`src/rtl/wsr_pkg.sv`:
```
package wsr_pkg;
  typedef enum logic [1:0] {
    OP_NONE  = 2'b00,
    OP_PROG  = 2'b01,
    OP_SECT  = 2'b10,
    OP_CHIP  = 2'b11
  } wsr_op_e;
endpackage

```
`src/rtl/wsr_busy_timer.sv`:
```
module wsr_busy_timer
  import wsr_pkg::*;
#(
  parameter int unsigned DW       = 8,
  parameter int unsigned PROG_CYC = 4000,
  parameter int unsigned SECT_CYC = 20000,
  parameter int unsigned CHIP_CYC = 60000
) (
  input  logic          clk,
  input  logic          rst,
  input  logic          launch,
  input  logic [1:0]    launch_op,
  input  logic [DW-1:0] launch_byte,
  output logic          busy,
  output wsr_op_e       op_q,
  output logic [DW-1:0] byte_q
);
  localparam int unsigned MAX_AB = (PROG_CYC > SECT_CYC) ? PROG_CYC : SECT_CYC;
  localparam int unsigned MAX_C  = (MAX_AB > CHIP_CYC) ? MAX_AB : CHIP_CYC;
  localparam int unsigned CW     = $clog2(MAX_C + 1);

  logic [CW-1:0] cnt;
  logic [CW-1:0] load_val;
  logic          accept;

  assign accept = launch && !busy && (launch_op != OP_NONE);

  always_comb begin
    case (launch_op)
      OP_PROG: load_val = CW'(PROG_CYC);
      OP_SECT: load_val = CW'(SECT_CYC);
      OP_CHIP: load_val = CW'(CHIP_CYC);
      default: load_val = '0;
    endcase
  end

  always_ff @(posedge clk) begin
    if (rst) begin
      cnt    <= '0;
      busy   <= 1'b0;
      op_q   <= OP_NONE;
      byte_q <= '0;
    end else if (busy) begin
      cnt <= cnt - 1'b1;
      if (cnt == CW'(1)) busy <= 1'b0;
    end else if (accept) begin
      cnt    <= load_val;
      busy   <= 1'b1;
      op_q   <= wsr_op_e'(launch_op);
      byte_q <= launch_byte;
    end
  end

  a_r1_busy_rises: assert property (@(posedge clk) disable iff (rst)
    accept |=> busy);
  a_r1_busy_ends: assert property (@(posedge clk) disable iff (rst)
    (busy && cnt == CW'(1)) |=> !busy);
  a_r7_no_reload: assert property (@(posedge clk) disable iff (rst)
    (busy && launch) |=> ($stable(op_q) && $stable(byte_q)));
  a_r8_none_ignored: assert property (@(posedge clk) disable iff (rst)
    (!busy && launch && launch_op == OP_NONE) |=> !busy);
endmodule

```
`src/rtl/wsr_toggle.sv`:
```
module wsr_toggle (
  input  logic clk,
  input  logic rst,
  input  logic busy,
  input  logic rd_stb,
  output logic tog
);
  always_ff @(posedge clk) begin
    if (rst)                 tog <= 1'b0;
    else if (busy && rd_stb) tog <= ~tog;
  end

  a_r4_flip: assert property (@(posedge clk) disable iff (rst)
    (busy && rd_stb) |=> (tog != $past(tog)));
  a_r4_hold: assert property (@(posedge clk) disable iff (rst)
    !(busy && rd_stb) |=> $stable(tog));
endmodule

```
`src/rtl/wsr_read_mux.sv`:
```
module wsr_read_mux
  import wsr_pkg::*;
#(
  parameter int unsigned DW = 8
) (
  input  logic          clk,
  input  logic          rst,
  input  logic          rd_stb,
  input  logic          busy,
  input  logic          tog,
  input  wsr_op_e       op_q,
  input  logic [DW-1:0] byte_q,
  input  logic [DW-1:0] array_data,
  output logic [DW-1:0] rd_data
);
  localparam int unsigned POLL_B = DW - 1;
  localparam int unsigned TOG_B  = DW - 2;

  logic [DW-1:0] status;

  always_comb begin
    status         = '0;
    status[POLL_B] = (op_q == OP_PROG) ? ~byte_q[POLL_B] : 1'b0;
    status[TOG_B]  = tog;
  end

  always_ff @(posedge clk) begin
    if (rst)         rd_data <= '0;
    else if (rd_stb) rd_data <= busy ? status : array_data;
  end

  a_r3_erase_poll: assert property (@(posedge clk) disable iff (rst)
    (rd_stb && busy && op_q != OP_PROG) |=> !rd_data[POLL_B]);
  a_r5_low_zero: assert property (@(posedge clk) disable iff (rst)
    (rd_stb && busy) |=> (rd_data[TOG_B-1:0] == '0));
  a_r6_idle_pass: assert property (@(posedge clk) disable iff (rst)
    (rd_stb && !busy) |=> (rd_data == $past(array_data)));
  a_r6_hold: assert property (@(posedge clk) disable iff (rst)
    !rd_stb |=> $stable(rd_data));
endmodule

```
`src/rtl/write_status_responder.sv`:
```
module write_status_responder
  import wsr_pkg::*;
#(
  parameter int unsigned DW       = 8,
  parameter int unsigned PROG_CYC = 4000,
  parameter int unsigned SECT_CYC = 20000,
  parameter int unsigned CHIP_CYC = 60000
) (
  input  logic          clk,
  input  logic          rst,
  input  logic          launch,
  input  logic [1:0]    launch_op,
  input  logic [DW-1:0] launch_byte,
  input  logic          rd_stb,
  input  logic [DW-1:0] array_data,
  output logic [DW-1:0] rd_data,
  output logic          busy
);
  wsr_op_e       op_q;
  logic [DW-1:0] byte_q;
  logic          tog;

  wsr_busy_timer #(
    .DW(DW), .PROG_CYC(PROG_CYC), .SECT_CYC(SECT_CYC), .CHIP_CYC(CHIP_CYC)
  ) u_timer (
    .clk(clk), .rst(rst), .launch(launch), .launch_op(launch_op),
    .launch_byte(launch_byte), .busy(busy), .op_q(op_q), .byte_q(byte_q)
  );

  wsr_toggle u_tog (
    .clk(clk), .rst(rst), .busy(busy), .rd_stb(rd_stb), .tog(tog)
  );

  wsr_read_mux #(.DW(DW)) u_mux (
    .clk(clk), .rst(rst), .rd_stb(rd_stb), .busy(busy), .tog(tog),
    .op_q(op_q), .byte_q(byte_q), .array_data(array_data), .rd_data(rd_data)
  );

  a_r9_reset_state: assert property (@(posedge clk)
    rst |=> (!busy && rd_data == '0));
endmodule

```
`config.mk`:
```
export PLATFORM = sky130hd
export DESIGN_NAME = write_status_responder
export DESIGN_NICKNAME = d
export VERILOG_FILES = /design/src/rtl/wsr_pkg.sv /design/src/rtl/wsr_busy_timer.sv /design/src/rtl/wsr_toggle.sv /design/src/rtl/wsr_read_mux.sv /design/src/rtl/write_status_responder.sv
export SDC_FILE = /design/constraint.sdc
export NUM_CORES = 1
export LEC_CHECK = 0
export BUFFER_PORTS_ARGS = -buffer_cell sky130_fd_sc_hd__buf_2
export CAP_MARGIN = 20
export CORE_MARGIN = 5
export CORE_UTILIZATION = 50
export DETAILED_ROUTE_END_ITERATION = 10
export HOLD_SLACK_MARGIN = 0.15
export PLACE_DENSITY = 0.74
export SLEW_MARGIN = 20
export SYNTH_ARGS = -nofsm -noshare
export SYNTH_HDL_FRONTEND = slang
export SYNTH_SLANG_ARGS = --single-unit
```
`constraint.sdc`:
```
create_clock -name clk -period 2.25 [get_ports clk]
set_input_delay 0.1125 -clock clk [delete_from_list [all_inputs] [get_ports clk]]
set_output_delay 0.1125 -clock clk [all_outputs]
set_load 0.02 [all_outputs]
```
==> flow_summary_export.csv <==
group,metric,value,unit
synthesis,yosys-top-cells-count,"dfxtp_1, nand2_1, nor2_1",
sta,rsz0062_at_grt,"no",
cts,cts_made_buffers,5,
cts,cts-root-buf,"clkbuf_4",
synthesis,synth-compound-area-share,16.4,%
critical_path,cp_cell_sequence,"dlygate4sd3_1 -> buf_2 -> inv_1 -> ha_1 -> or3b_2 -> nand2_1 -> a21oi_1 -> dlygate4sd3_1",
sta,setup_viol,0,
outcome,outcome,"finished, final reports clean",
sta,tightestPinTransition,0.412,ns
critical_path,startpoint,"launch_op[0]",
floorplan,core.rowCount,19,
power,ir_drop,0.516,mV
sta,skew,0.00457,ns
critical_path,arrival,2.40,ns
synthesis,syn_area_per_cell,8.47,sq um
floorplan,core,2810,sq um
floorplan,die_h,64.4,um
route,routed_wirelength,3680,um
sta,hold_viol,0,
grt,antenna_found_initial,0,
min_path,holdCritStartpoint,"launch",
synthesis,synth_mux_area_share,2.96,%
layout,drive_above_1_share,19.2,%
grt,grt_max_degree,27,
floorplan,die_w,64.4,um
cts,cts_num_sinks,29,
cts,clock_path_buffers,2,
synthesis,async_flop_share,0,%
sta,fin_crit_sh,96.3,%
min_path,hold_class,"input port to flip-flop",
critical_path,critPathLaunchType,"input port",
synthesis,synth_warnings,0,
power,powerDensity,644,nW/um^2
placement,port_buffers,23,
route,drt_iter0_drc,64,
route,vias,1451,
power,p_leak,0.797,nW
grt,top_usage_layer,"met2",
placement,place_hpwl,2420,um
synthesis,yosys.cell_types.count,40,
route,dr.pass1.iters,4,
grt,use_met3,4.66,%
floorplan,die-area,4150,sq um
synthesis,synthSimpleGateAreaFrac,29.5,%
synthesis,mappedNetlistArea,1480,sq um
synthesis,synthAdderAreaFrac,5.91,%
route,wire_per_inst,14.4,um
synthesis,ys_seq_elements,29,
run,max_cap_viol_count,0,
synthesis,synth_cells,175,
critical_path,required,2.48,ns
synthesis,yosysMostFrequentCell,"dfxtp_1",
grt,grtUsageTotal,18.6,%
critical_path,cp-end-kind,"flip-flop",
placement,post-place-ws,0.436,ns
grt,overflow,0,
critical_path,slowest_stage,"or3b_2",
synthesis,synth_top_family_by_area,"simple AND/OR/NAND/NOR gates",
critical_path,crit_top_cell,"dlygate4sd3_1",
synthesis,syn_nets,204,
synthesis,netlist.area_leader.share,39.2,%
sta,maxSlewHeadroom,72.4,%
layout,syn2layout_area_growth,29.1,%
sta,max_freq,461,MHz
synthesis,synth_xor_area_share,2.36,%
route,drc,0,
grt,grt_pass1_wl,6140,um
floorplan,pin_count,31,
synthesis,synth_area_leaders,"dfxtp_1, ha_1, a21oi_1",
synthesis,synth-edff-count,0,
cts,clock_latency,0.33,ns
sta,maxSlewViolCount,0,
cts,cts_max_level,2,
layout,fin_util,68.2,%
critical_path,reg2reg_from,"u_timer.busy",
sta,worst_slack,0.0826,ns
layout,antenna_cells,0,
layout,layout.nets,252,
floorplan,start_util,52.8,%
grt,use_met1,23.3,%
route,viasPerCell,5.69,
cts,clk_pin_slew_worst_paths,0.09,ns
synthesis,yosysTopAreaCell,"dfxtp_1",
critical_path,critPathMaxStageDelay,0.58,ns
synthesis,ys.flop_type,"dfxtp_1",
grt,met2_usage,29.6,%
placement,place.gp.congestion,0.850,
cts,cts_tree,"built",
sta,min_period,2.17,ns
synthesis,yosysSeqAreaShare,39.2,%
sta,setup_tns,0,ns
route,ant_nets,0,
critical_path,crit_fanout,10,
grt,grt_pass1_vias,1378,
critical_path,critical_path_class,"input port to flip-flop",
-- report_power, final --
part | switching [mW] | total [mW] | internal [mW]
Clock | 0.192 | 0.311 | 0.119
Sequential | 0.0451 | 0.602 | 0.556
Combinational | 0.166 | 0.319 | 0.153
-- layout make-up --
class / count / area [sq um]
clock buffers: 6 / 41.3
fillers: 217 / 892
repair buffers: 50 / 375
multi-input cells: 132 / 848
flip-flops and latches: 29 / 581
clock inverters: 2 / 10.0
well taps: 31 / 38.8
inverters: 5 / 18.8
-- metrics by stage --
stage	hold slack, ns	total power, mW	cell area, sq um	instances
floorplan	0.248	0.814	1480	175
global placement	0.339	0.882	1630	224
detailed placement	0.346	0.893	1630	224
CTS	0.203	1.22	1910	255
global route	0.243	1.30	1910	255
finish	0.224	1.23	1910	255
-- logic make-up after synthesis --
kind of cell | Yosys count
buffers and inverters | 14
flip-flops | 29
XOR/XNOR | 4
AO/OA/AOI/OAI | 38
AND/OR/NAND/NOR | 79
multiplexers | 4
adder cells (fa/ha/maj) | 7
-- sequential cells by signal, indices dropped and copies added (netlist names) --
signal,flops
u_timer.cnt,16
u_mux.rd_data,8
u_timer.op_q,2
u_timer.busy,1
u_timer.byte_q,1
u_tog.tog,1
-- final timing paths --
kind	end	slack, ns	depth (start not counted)
min reg2reg	u_timer.cnt[15]	0.50	1
max reg2reg	u_timer.byte_q[7]	0.21	5
min	u_timer.cnt[14]	0.22	4
max	u_timer.byte_q[7]	0.08	8
-- worst max-delay path: cells and delay by family --
family / cells / cell delay [ns]
AOI/OAI and AO/OA: 1 / 0.07
adders and majority gates: 1 / 0.22
buffers and inverters: 4 / 1.30
and+or+nand+nor: 2 / 0.70
-- routing by layer --
metal | vias to the layer above | wire [um]
met5 | - | 0
met4 | 0 | 100
met3 | 13 | 187
met2 | 40 | 1740
met1 | 678 | 1660
li1 | 720 | -
-- repair_timing --
item,4_1_cts,5_1_grt
endpoints found under the setup margin,0,3
buffers inserted,0,0
resized for setup,0,1
hold buffers,23,0
endpoints found under the hold margin,12,0
-- cell usage in the layout (no fill, tap or decap), drive strengths merged, types with 2 or more instances in the layout --
| cell type | count |
|---|---|
| nor2b | 8 |
| nand2 | 17 |
| nor4 | 3 |
| nand2b | 5 |
| ha | 7 |
| or3b | 3 |
| or2 | 2 |
| o21ai | 2 |
| xnor2 | 2 |
| a21oi | 14 |
| or4 | 2 |
| clkinv | 2 |
| clkbuf | 6 |
| a31oi | 7 |
| nor3 | 7 |
| o311ai | 2 |
| a311oi | 2 |
| xor2 | 2 |
| inv | 5 |
| nand4 | 4 |
| buf | 27 |
| a211oi | 6 |
| nand3 | 4 |
| nor2 | 15 |
| dlygate4sd3 | 23 |
| and2 | 2 |
| nand3b | 3 |
| dfxtp | 29 |
| mux2 | 3 |
Note: power is estimated with default switching activity, not from simulation.
